`src/rtl/sdr_seq_pkg.sv`:
```
// Package: shared command type, state type, mode word and the
// nanosecond-to-cycle conversion used by the start-up sequencer.
package sdr_seq_pkg;

    typedef enum logic [2:0] {
        K_INH,
        K_NOP,
        K_PRE,
        K_REF,
        K_MRS
    } sdr_cmd_e;

    typedef enum logic [2:0] {
        S_PWR,
        S_PRE_W,
        S_REF_W,
        S_MRS_W,
        S_RUN,
        S_AREF_W
    } seq_state_e;

    // Mode word fields: burst length 8, sequential, CAS latency 2
    localparam logic [2:0] MW_BURST8 = 3'b011;
    localparam logic       MW_SEQ    = 1'b0;
    localparam logic [2:0] MW_CL2    = 3'b010;

    // Converts a time in ns to clock cycles, rounded up or down, at least 1,
    // masked to the given counter width.
    function automatic logic [31:0] ns_to_cyc(input longint unsigned ns,
                                              input longint unsigned hz,
                                              input bit              up,
                                              input int unsigned     w);
        longint unsigned prod;
        longint unsigned c;
        prod = ns * hz;
        if (up) c = (prod + 64'd999_999_999) / 64'd1_000_000_000;
        else    c = prod / 64'd1_000_000_000;
        if (c == 64'd0) c = 64'd1;
        c = c & ((64'd1 << w) - 64'd1);
        return c[31:0];
    endfunction

endpackage

```
`src/rtl/sdr_gap_timer.sv`:
```
// Module: down-counting gap timer. Loads a value on request (or its reset
// value while in reset), counts to zero and reports done at zero.
// Assumes the loader never asks for a load while a gap is still running.
module sdr_gap_timer #(
    parameter int W = 16
) (
    input  logic         clk,
    input  logic         rst_n,
    input  logic [W-1:0] rst_val,
    input  logic         load,
    input  logic [W-1:0] load_val,
    output logic         done
);
    logic [W-1:0] cnt_q;

    // Count down toward zero; reload on request
    always_ff @(posedge clk) begin
        if (!rst_n)            cnt_q <= rst_val;
        else if (load)         cnt_q <= load_val;
        else if (cnt_q != '0)  cnt_q <= cnt_q - 1'b1;
    end

    assign done = (cnt_q == '0);

    // A nonzero load must hold the gap open on the next cycle
    assert_load_holds_R6: assert property (@(posedge clk) disable iff (!rst_n)
        (load && load_val != '0) |=> !done);

endmodule

```
`src/rtl/sdr_refresh_pacer.sv`:
```
// Module: refresh interval counter. Free-runs while the device is in
// operation, raises a pending request every PERIOD cycles and holds it
// until the sequencer reports the refresh was issued. The count is not
// stalled by a pending request.
module sdr_refresh_pacer #(
    parameter int W      = 12,
    parameter int PERIOD = 703
) (
    input  logic clk,
    input  logic rst_n,
    input  logic run,
    input  logic clr,
    output logic req
);
    localparam logic [W-1:0] LAST = W'(PERIOD - 1);

    logic [W-1:0] cnt_q;
    logic         pend_q;

    // Interval counter, restarted whenever the device is not in operation
    always_ff @(posedge clk) begin
        if (!rst_n || !run)    cnt_q <= '0;
        else if (cnt_q == LAST) cnt_q <= '0;
        else                   cnt_q <= cnt_q + 1'b1;
    end

    // Pending flag: set at each period end, cleared once serviced
    always_ff @(posedge clk) begin
        if (!rst_n || !run)                pend_q <= 1'b0;
        else if (run && cnt_q == LAST)     pend_q <= 1'b1;
        else if (clr)                      pend_q <= 1'b0;
    end

    assign req = pend_q;

    // A pending request only goes away when serviced
    assert_req_holds_R9: assert property (@(posedge clk) disable iff (!rst_n)
        (pend_q && !clr && run) |=> pend_q);

endmodule

```
`src/rtl/sdr_cmd_drive.sv`:
```
// Module: registered pin driver. Turns a command kind into the clock
// enable, the four command strobes and the address/bank values. Holds
// CKE low and the bus inhibited while in reset.
module sdr_cmd_drive
    import sdr_seq_pkg::*;
#(
    parameter int              AW    = 13,
    parameter int              BA_W  = 2,
    parameter int              AP    = 10,
    parameter logic [AW-1:0]   MWORD = '0
) (
    input  logic            clk,
    input  logic            rst_n,
    input  sdr_cmd_e        kind,
    output logic            cke,
    output logic [3:0]      pins,
    output logic [BA_W-1:0] ba,
    output logic [AW-1:0]   addr
);
    localparam logic [AW-1:0] ALLBANK = AW'(1) << AP;

    // Register the pin image for the chosen command
    always_ff @(posedge clk) begin
        if (!rst_n) begin
            cke  <= 1'b0;
            pins <= 4'b1111;
            ba   <= '0;
            addr <= '0;
        end else begin
            cke  <= 1'b1;
            ba   <= '0;
            addr <= '0;
            case (kind)
                K_NOP:   pins <= 4'b0111;
                K_PRE: begin
                    pins <= 4'b0010;
                    addr <= ALLBANK;
                end
                K_REF:   pins <= 4'b0001;
                K_MRS: begin
                    pins <= 4'b0000;
                    addr <= MWORD;
                end
                default: pins <= 4'b1111;
            endcase
        end
    end

    // The first cycle with CKE high carries a NOP
    assert_wake_nop_R2: assert property (@(posedge clk) disable iff (!rst_n)
        $rose(cke) |-> pins == 4'b0111);

endmodule

```
`src/rtl/sdr_init_refresh.sv`:
```
// Module: SDR SDRAM start-up and refresh sequencer (top). Runs the
// power-up wait, precharge-all, start-up refreshes and mode load, then
// services periodic refresh under a grant handshake. Assumes the access
// logic has closed every bank before it raises ref_gnt.
module sdr_init_refresh
    import sdr_seq_pkg::*;
#(
    parameter longint unsigned CLK_HZ     = 90_000_000,
    parameter int              TMR_W      = 16,
    parameter int              REF_W      = 12,
    parameter int              REFS_W     = 4,
    parameter int              AW         = 13,
    parameter int              BA_W       = 2,
    parameter longint unsigned WAIT_S_NS  = 100_000,
    parameter longint unsigned WAIT_L_NS  = 200_000,
    parameter longint unsigned TRP_NS     = 20,
    parameter longint unsigned TRFC_NS    = 80,
    parameter int              TMRD_CLK   = 2,
    parameter longint unsigned TREFI_NS   = 7_812,
    parameter int              MIN_REF_S  = 2,
    parameter int              MIN_REF_L  = 8
) (
    input  logic              clk,
    input  logic              rst_n,
    input  logic              long_init,
    input  logic [REFS_W-1:0] init_refs,
    input  logic              ref_gnt,
    output logic              sd_cke,
    output logic              sd_cs_n,
    output logic              sd_ras_n,
    output logic              sd_cas_n,
    output logic              sd_we_n,
    output logic [BA_W-1:0]   sd_ba,
    output logic [AW-1:0]     sd_addr,
    output logic              ready,
    output logic              ref_req
);
    localparam logic [TMR_W-1:0] WAIT_S = TMR_W'(ns_to_cyc(WAIT_S_NS, CLK_HZ, 1'b1, TMR_W));
    localparam logic [TMR_W-1:0] WAIT_L = TMR_W'(ns_to_cyc(WAIT_L_NS, CLK_HZ, 1'b1, TMR_W));
    localparam logic [TMR_W-1:0] TRP_C  = TMR_W'(ns_to_cyc(TRP_NS,    CLK_HZ, 1'b1, TMR_W));
    localparam logic [TMR_W-1:0] TRFC_C = TMR_W'(ns_to_cyc(TRFC_NS,   CLK_HZ, 1'b1, TMR_W));
    localparam logic [TMR_W-1:0] TMRD_C = TMR_W'(TMRD_CLK);
    localparam int               REF_P  = int'(ns_to_cyc(TREFI_NS, CLK_HZ, 1'b0, REF_W));
    localparam logic [REFS_W-1:0] MINS  = REFS_W'(MIN_REF_S);
    localparam logic [REFS_W-1:0] MINL  = REFS_W'(MIN_REF_L);
    localparam logic [AW-1:0]    MWORD  = AW'({MW_CL2, MW_SEQ, MW_BURST8});
    localparam int               APOS   = 10;

    seq_state_e        st_q, st_d;
    sdr_cmd_e          kind;
    logic [REFS_W-1:0] left_q, left_d;
    logic [REFS_W-1:0] floor_n, want_n;
    logic              rdy_q, rdy_d;
    logic              ld;
    logic [TMR_W-1:0]  ld_val;
    logic [TMR_W-1:0]  wait_val;
    logic              gap_done;
    logic              serve;
    logic              in_run;
    logic [3:0]        pins;

    // Reset-time choice of wait length and start-up refresh count
    always_comb begin
        wait_val = long_init ? WAIT_L : WAIT_S;
        floor_n  = long_init ? MINL : MINS;
        want_n   = (init_refs < floor_n) ? floor_n : init_refs;
    end

    // Next-state, command and timer-load decision for the sequence
    always_comb begin
        st_d   = st_q;
        kind   = K_NOP;
        ld     = 1'b0;
        ld_val = '0;
        left_d = left_q;
        rdy_d  = rdy_q;
        serve  = 1'b0;
        case (st_q)
            S_PWR: if (gap_done) begin
                kind   = K_PRE;
                ld     = 1'b1;
                ld_val = TRP_C - 1'b1;
                st_d   = S_PRE_W;
            end
            S_PRE_W: if (gap_done) begin
                kind   = K_REF;
                ld     = 1'b1;
                ld_val = TRFC_C - 1'b1;
                left_d = left_q - 1'b1;
                st_d   = S_REF_W;
            end
            S_REF_W: if (gap_done) begin
                ld = 1'b1;
                if (left_q != '0) begin
                    kind   = K_REF;
                    ld_val = TRFC_C - 1'b1;
                    left_d = left_q - 1'b1;
                end else begin
                    kind   = K_MRS;
                    ld_val = TMRD_C - 1'b1;
                    st_d   = S_MRS_W;
                end
            end
            S_MRS_W: if (gap_done) begin
                rdy_d = 1'b1;
                st_d  = S_RUN;
            end
            S_RUN: if (ref_req && ref_gnt) begin
                kind   = K_REF;
                ld     = 1'b1;
                ld_val = TRFC_C - 1'b1;
                rdy_d  = 1'b0;
                serve  = 1'b1;
                st_d   = S_AREF_W;
            end
            S_AREF_W: if (gap_done) begin
                rdy_d = 1'b1;
                st_d  = S_RUN;
            end
            default: st_d = S_PWR;
        endcase
    end

    // State, remaining start-up refreshes and ready flag
    always_ff @(posedge clk) begin
        if (!rst_n) begin
            st_q   <= S_PWR;
            left_q <= want_n;
            rdy_q  <= 1'b0;
        end else begin
            st_q   <= st_d;
            left_q <= left_d;
            rdy_q  <= rdy_d;
        end
    end

    assign in_run = (st_q == S_RUN) || (st_q == S_AREF_W);
    assign ready  = rdy_q;

    sdr_gap_timer #(.W(TMR_W)) u_gap (
        .clk      (clk),
        .rst_n    (rst_n),
        .rst_val  (wait_val),
        .load     (ld),
        .load_val (ld_val),
        .done     (gap_done)
    );

    sdr_refresh_pacer #(.W(REF_W), .PERIOD(REF_P)) u_pace (
        .clk   (clk),
        .rst_n (rst_n),
        .run   (in_run),
        .clr   (serve),
        .req   (ref_req)
    );

    sdr_cmd_drive #(.AW(AW), .BA_W(BA_W), .AP(APOS), .MWORD(MWORD)) u_pins (
        .clk   (clk),
        .rst_n (rst_n),
        .kind  (kind),
        .cke   (sd_cke),
        .pins  (pins),
        .ba    (sd_ba),
        .addr  (sd_addr)
    );

    assign {sd_cs_n, sd_ras_n, sd_cas_n, sd_we_n} = pins;

    // Clock enable never drops once raised
    assert_cke_hold_R11: assert property (@(posedge clk) disable iff (!rst_n)
        sd_cke |=> sd_cke);

    // No mode load may appear while the block claims to be ready
    assert_mrs_not_ready_R5: assert property (@(posedge clk) disable iff (!rst_n)
        (pins == 4'b0000) |-> !ready);

    // A refresh in operation takes ready down with it
    assert_aref_drops_ready_R10: assert property (@(posedge clk) disable iff (!rst_n)
        (pins == 4'b0001 && $past(ready)) |-> !ready);

    // Ready only rises on a NOP cycle
    assert_ready_rise_nop_R7: assert property (@(posedge clk) disable iff (!rst_n)
        $rose(ready) |-> pins == 4'b0111);

endmodule

```
`config.mk`:
```
export PLATFORM = sky130hd
export DESIGN_NAME = sdr_init_refresh
export DESIGN_NICKNAME = d
export VERILOG_FILES = /design/src/rtl/sdr_seq_pkg.sv /design/src/rtl/sdr_gap_timer.sv /design/src/rtl/sdr_refresh_pacer.sv /design/src/rtl/sdr_cmd_drive.sv /design/src/rtl/sdr_init_refresh.sv
export SDC_FILE = /design/constraint.sdc
export NUM_CORES = 1
export LEC_CHECK = 0
export ABC_AREA = 1
export BUFFER_PORTS_ARGS = -buffer_cell sky130_fd_sc_hd__clkbuf_2
export CORE_MARGIN = 2
export CORE_UTILIZATION = 62
export DETAILED_ROUTE_END_ITERATION = 8
export GPL_TIMING_DRIVEN = 0
export PLACE_DENSITY = 0.84
export SYNTH_ARGS = -nofsm -noshare
export SYNTH_HDL_FRONTEND = slang
export SYNTH_SLANG_ARGS = --single-unit
```
`constraint.sdc`:
```
create_clock -name clk -period 3.2 [get_ports clk]
set_clock_uncertainty 0.15 [all_clocks]
set_input_delay 0.16 -clock clk [delete_from_list [all_inputs] [get_ports clk]]
set_output_delay 0.16 -clock clk [all_outputs]
set_load 0.005 [all_outputs]
```
==> results of run 1 <==
==> area by class of cell <==
class,count,area [sq um],share of cell area (%)
multi-input combinational,227,1160,42.1
sequential,44,1080,39.3
buffer,20,145,5.27
inverter,31,116,4.23
timing repair buffer,19,100,3.64
clock buffer,8,90.1,3.27
tap,48,60.1,2.18
==> sequential cells by signal, indices dropped and copies added (netlist names) <==
register      cells
st_q              3
left_q            4
u_pins.cke        1
u_pins.addr       2
u_pace.req        1
u_pace.cnt_q     12
ready             1
u_pins.pins       4
u_gap.cnt_q      16
==> cell families after synthesis <==
group                      Yosys count  share of synthesized area, %
other                                1                         0.152
AOI/OAI and AO/OA                   32                          6.90
buffers and inverters               51                          10.6
and+or+nand+nor                    167                          31.7
DFF                                 44                          43.9
adders and majority gates            5                          2.54
xor gates and xnor gates            12                          4.26
==> worst paths after layout <==
path,start,endpoint,slack [ps]
worst min-delay path,init_refs[2],left_q[2],60
worst max-delay path,u_gap.cnt_q[0],u_gap.cnt_q[13],790
worst min register to register,u_pace.cnt_q[0],u_pace.cnt_q[0],320
worst max register to register,u_gap.cnt_q[0],u_gap.cnt_q[13],790
==> stage by stage <==
step	instance area, sq um	std cells
after floorplan	2500	322
after global placement	2650	388
after detailed placement	2650	388
after CTS	2750	397
after global routing	2750	397
final	2750	397
==> metal layers <==
layer	GRT usage (%)	wire [microns]	vias to the layer above
met4	9.44	59	0
met5	0	0	-
met1	26.6	1910	889
li1	-	-	1062
met3	3.72	149	6
met2	37.3	2380	32
==> layout by cell type (no fill, tap or decap), types with 3 or more instances in the layout <==
master	count
nor2_1	45
xor2_1	7
clkbuf_1	4
buf_4	14
a21oi_1	11
conb_1	11
nor3_1	5
nand2_1	66
inv_1	30
nor2_2	3
clkbuf_2	18
o21ai_1	6
nand3_1	26
nor2_4	3
xnor2_1	5
nand4_1	6
clkbuf_8	6
dfxtp_1	24
o21ai_0	11
ha_1	5
edfxtp_1	20
==> report_power, final <==
group,switching (mW),internal [mW],total (mW)
combinational,0.0989,0.0687,0.168
sequential,0.0283,0.623,0.651
clock,0.176,0.176,0.353
==> worst max-delay path, delay by kind of cell (launching register included) <==
family | cells | cell delay, ps
adders and majority gates | 1 | 220
buffers and inverters | 3 | 340
and+or+nand+nor | 4 | 860
DFF | 1 | 370
==> impl_metrics.env, run 1 <==
export IMPL_status="finished, final reports clean"
export IMPL_cp_arrival_ps=2080
export IMPL_cp_max_fo=16
export IMPL_setup_viol=0
export IMPL_postCtsResizedCells=0
export IMPL_wl_microns=4500
export IMPL_yosysMostFrequentCell="nand2_1"
export IMPL_rr_worst_depth=8
export IMPL_postCtsSetupBuffers=0
export IMPL_dieHeight_microns=67.1
export IMPL_worst_slew_pin_transition_ps=764
export IMPL_period_share_pct=75.2
export IMPL_finalCoreUtilization_pct=73.5
export IMPL_dieArea_sq_um=4500
export IMPL_cts_clk_slew_worst_paths_ps=80
export IMPL_yosysSeqAreaShare_pct=43.9
export IMPL_synth_top_area_share_pct=24.4
export IMPL_grt_pass1_wl_microns=7360
export IMPL_place_congestion=0.895
export IMPL_setup_worst_path_end_class="flip-flop"
export IMPL_cts_tree="done"
export IMPL_async_flop_share_pct=0
export IMPL_diodes=0
export IMPL_ir_drop_uv=292
export IMPL_ys_flop_type="dfxtp_1"
export IMPL_post_dp_hpwl_microns=3420
export IMPL_clock_sinks=44
export IMPL_synth_seq_cells=44
export IMPL_path_class="flip-flop to flip-flop"
export IMPL_startpoint_type="flip-flop"
export IMPL_rsz0062_at_grt="false"
export IMPL_ctsHoldBuffers=1
export IMPL_drtIter0Drc=115
export IMPL_slew_limit_headroom_pct=48.9
export IMPL_setup_tns_ps=0
export IMPL_cpPeakStageDelay_ps=540
export IMPL_dpl_worst_slack_ps=779
export IMPL_postRouteAntennaNets=0
export IMPL_clk_latency_ps=290
export IMPL_synth_area_top_cells="edfxtp_1, dfxtp_1, nand2_1"
export IMPL_synth_warnings=0
export IMPL_post_route_drc_count=0
export IMPL_synthesis_area_sq_um=2460
export IMPL_max_cap_violations=0
export IMPL_slew_violations=0
export IMPL_grt_pass1_vias=1784
export IMPL_hold_viol_final=0
export IMPL_portBuffers=18
export IMPL_syn_inst=312
export IMPL_yosys_area_top_type="edfxtp_1"
export IMPL_layout_nets=361
export IMPL_cts_buffers=5
export IMPL_holdWs_ps=58.0
export IMPL_core_area_sq_um=3740
export IMPL_fill_cells=312
export IMPL_drive_above_1_share_pct=16.9
export IMPL_synth_edf_count=20
export IMPL_cts_max_level=2
export IMPL_die_w_microns=67.1
export IMPL_first_pass_iters=4
export IMPL_syn_area_per_cell_sq_um=7.90
export IMPL_synth_cell_type_count=35
export IMPL_timing_final_crit_period_ps=2410
export IMPL_antenna_found_initial=0
export IMPL_crit_slowest_cell="nand3_1"
export IMPL_clockBufferDepth=2
export IMPL_fmax_mhz=416
export IMPL_worstPathRequired_ps=2880
export IMPL_num_rows=22
export IMPL_whs_path_depth=3
export IMPL_p_per_area_nw_per_um2=425
export IMPL_yosys_top_cells_count="nand2_1, nor2_1, inv_1, nand3_1, dfxtp_1"
export IMPL_start_util_pct=65.8
export IMPL_finalPower_mw=1.17
export IMPL_fin_ws_ps=793
export IMPL_grt_overflow=0
export IMPL_grt_max_degree=17
export IMPL_grt_usage_pct=21.7
export IMPL_crit_chain="inv_1, ha_1, nand2_2, nor2_4, buf_6, nand2_4, inv_2, nand3_1"
export IMPL_vias=1989
export IMPL_io_pin_count=30
export IMPL_root_buffer="clkbuf_8"
export IMPL_leakage_nw=1.20
export IMPL_area_growth_pct=11.7
export IMPL_wl_per_cell_microns=11.3
export IMPL_vias_per_cell=5.01
export IMPL_worstHoldPathType="primary input to flip-flop"
(Power assumes the default switching activity.)
==> inputs of run 2 (changes only) <==
Settings changed: CORE_UTILIZATION 62 to 58, PLACE_DENSITY 0.84 to 0.8.
Clock period 3.2 ns to 2.49 ns, I/O delays scaled along.
==> run 2 against run 1 <==
Against the previous run:
- combinational power up 30%
- global-route usage shrank 0.44 points
- register-to-register slack got worse by 470 ps
- hold slack improved by 22 ps
- via count up 2.1%
- core utilization fell by 4.6 points
- sequential power increased by 29%
- setup slack lost 470 ps
- final cell count grew 1.0%
- total power rose by 36%
- non-clock buffer count grew 2
- largest cell class unchanged
- clock power up 53%
==> impl_metrics.env, run 2 (synthesis results as in run 1) <==
export IMPL_startpoint_type="flip-flop"
export IMPL_p_per_area_nw_per_um2=570
export IMPL_slew_violations=0
export IMPL_ff2ff_setup_slack_ps=320
export IMPL_drive_above_1_share_pct=17.4
export IMPL_diodes=0
export IMPL_postCtsSetupBuffers=0
export IMPL_num_rows=23
export IMPL_dpl_worst_slack_ps=28.9
export IMPL_die_w_microns=69.2
export IMPL_cts_max_level=2
export IMPL_top_register="u_gap.cnt_q"
export IMPL_seqPwrFrac_pct=52.4
export IMPL_io_pin_count=30
export IMPL_core_area_sq_um=4060
export IMPL_cts_tree="done"
export IMPL_dieArea_sq_um=4790
export IMPL_p_int_mw=1.19
export IMPL_vias_per_cell=5.06
export IMPL_setup_worst_path_end_class="flip-flop"
export IMPL_timing_final_crit_period_ps=2170
export IMPL_cp_arrival_ps=1930
export IMPL_finalNonFillerCells=401
export IMPL_hold_viol_final=0
export IMPL_hold_path_startpoint="long_init"
export IMPL_post_route_drc_count=0
export IMPL_max_cap_violations=0
export IMPL_setup_tns_ps=0
export IMPL_path_class="flip-flop to flip-flop"
export IMPL_r2r_end="u_gap.cnt_q[7]"
export IMPL_leakage_nw=1.21
export IMPL_area_growth_pct=13.5
export IMPL_layout_common_cells="nand2_1, nor2_1, inv_1, nand3_1, dfxtp_1"
export IMPL_layout_nets=363
export IMPL_dp_cells=390
export IMPL_clk_latency_ps=300
export IMPL_finalCoreUtilization_pct=68.9
export IMPL_placed_area_sq_um=2660
export IMPL_holdWs_ps=79.6
export IMPL_grt_pass1_wl_microns=8330
export IMPL_grt_overflow=0
export IMPL_finalPower_mw=1.60
export IMPL_place_congestion=0.845
export IMPL_largest_reg_flops=16
export IMPL_swShare_pct=25.6
export IMPL_grt_usage_pct=21.3
export IMPL_comb_power_share_pct=13.7
export IMPL_clockBufferDepth=2
export IMPL_rr_worst_depth=8
export IMPL_cts_buffers=5
export IMPL_worstHoldPathType="primary input to flip-flop"
export IMPL_fin_ws_ps=324
export IMPL_post_dp_hpwl_microns=3440
export IMPL_period_share_pct=87.0
export IMPL_dieHeight_microns=69.2
export IMPL_first_pass_iters=4
export IMPL_portBuffers=18
export IMPL_wl_per_cell_microns=11.7
export IMPL_drtIter0Drc=130
export IMPL_hold_path_end="u_gap.cnt_q[14]"
export IMPL_worstPathRequired_ps=2260
export IMPL_p_clk_share_pct=33.9
export IMPL_clock_sinks=44
export IMPL_fmax_mhz=462
export IMPL_start_util_pct=60.7
export IMPL_timing_rr_start="u_gap.cnt_q[0]"
export IMPL_setup_viol=0
export IMPL_wl_microns=4690
export IMPL_p_switching_mw=0.408
export IMPL_grt_max_degree=17
export IMPL_largestRegisters="u_gap.cnt_q x16, u_pace.cnt_q x12"
export IMPL_fin_area_sq_um=2800
export IMPL_vias=2031
export IMPL_grt_pass1_vias=1913
export IMPL_cp_max_fo=16
export IMPL_whs_path_depth=3
export IMPL_ir_drop_uv=358
export IMPL_antenna_found_initial=0
export IMPL_final_common_cell="nand2_1"
export IMPL_fill_cells=345
export IMPL_postRouteAntennaNets=0
export IMPL_status="finished, final reports clean"
export IMPL_root_buffer="clkbuf_8"
export IMPL_cts_clk_slew_worst_paths_ps=90
export IMPL_rsz0062_at_grt="false"
run 2: cell types whose count changed in the layout (fill, tap and decap cells not counted):
cell	delta
nand3_2	+1
dlygate4sd3_1	+2
clkinv_2	+1
clkbuf_8	-1
clkbuf_1	-1
nand3_1	-1
bufinv_16	+1
run 2: layout make-up:
| cell class | count | area (sq um) | area share (%) |
|---|---|---|---|
| Buffer | 20 | 145 | 5.19 |
| Clock buffer | 6 | 72.6 | 2.59 |
| Clock inverter | 2 | 35.0 | 1.25 |
| Inverter | 31 | 116 | 4.16 |
| Multi-Input combinational cell | 227 | 1160 | 41.6 |
| Sequential cell | 44 | 1080 | 38.6 |
| Tap cell | 50 | 62.6 | 2.24 |
| Timing Repair Buffer | 21 | 120 | 4.29 |
run 2: worst max path at each step:
stage	from	endpoint	cells past startpoint
2_1_floorplan	u_gap.cnt_q[0]	u_gap.cnt_q[0]	8
3_3_place_gp	u_gap.cnt_q[0]	u_gap.cnt_q[12]	8
3_5_place_dp	u_gap.cnt_q[0]	u_gap.cnt_q[12]	8
4_1_cts	u_gap.cnt_q[0]	u_gap.cnt_q[5]	8
5_1_grt	u_gap.cnt_q[0]	u_gap.cnt_q[6]	8
6_report	u_gap.cnt_q[0]	u_gap.cnt_q[7]	8
run 2: per-layer routing:
layer	part of all wire, %	up-vias	track usage (%)
li1	-	1067	-
met5	0	-	0
met3	3.6	6	3.63
met1	48	919	28.0
met2	47	39	34.3
met4	1.1	0	10.0
run 2: what timing repair did:
action                     in CTS  in global routing
hold buffers                    3                  0
hold endpoints to repair        3                  0
gates resized for setup         0                  1
setup endpoints to repair       0                 16
run 2: power by group through the flow:
stage                     combinational (mW)  clock [mW]  sequential [mW]
after floorplan                        0.171           0            0.843
after global placement                 0.205           0            0.850
after detailed placement               0.210           0            0.853
after CTS                              0.217       0.548            0.836
after global routing                   0.249       0.576            0.843
final                                  0.219       0.540            0.837
run 2: worst max-delay path: stages, from the launching register on:
cell	delay, ps
edfxtp_1	360
inv_1	100
ha_1	240
nand2_2	110
nor2_4	140
buf_6	160
nand2_4	80
inv_2	90
nand3_2	350
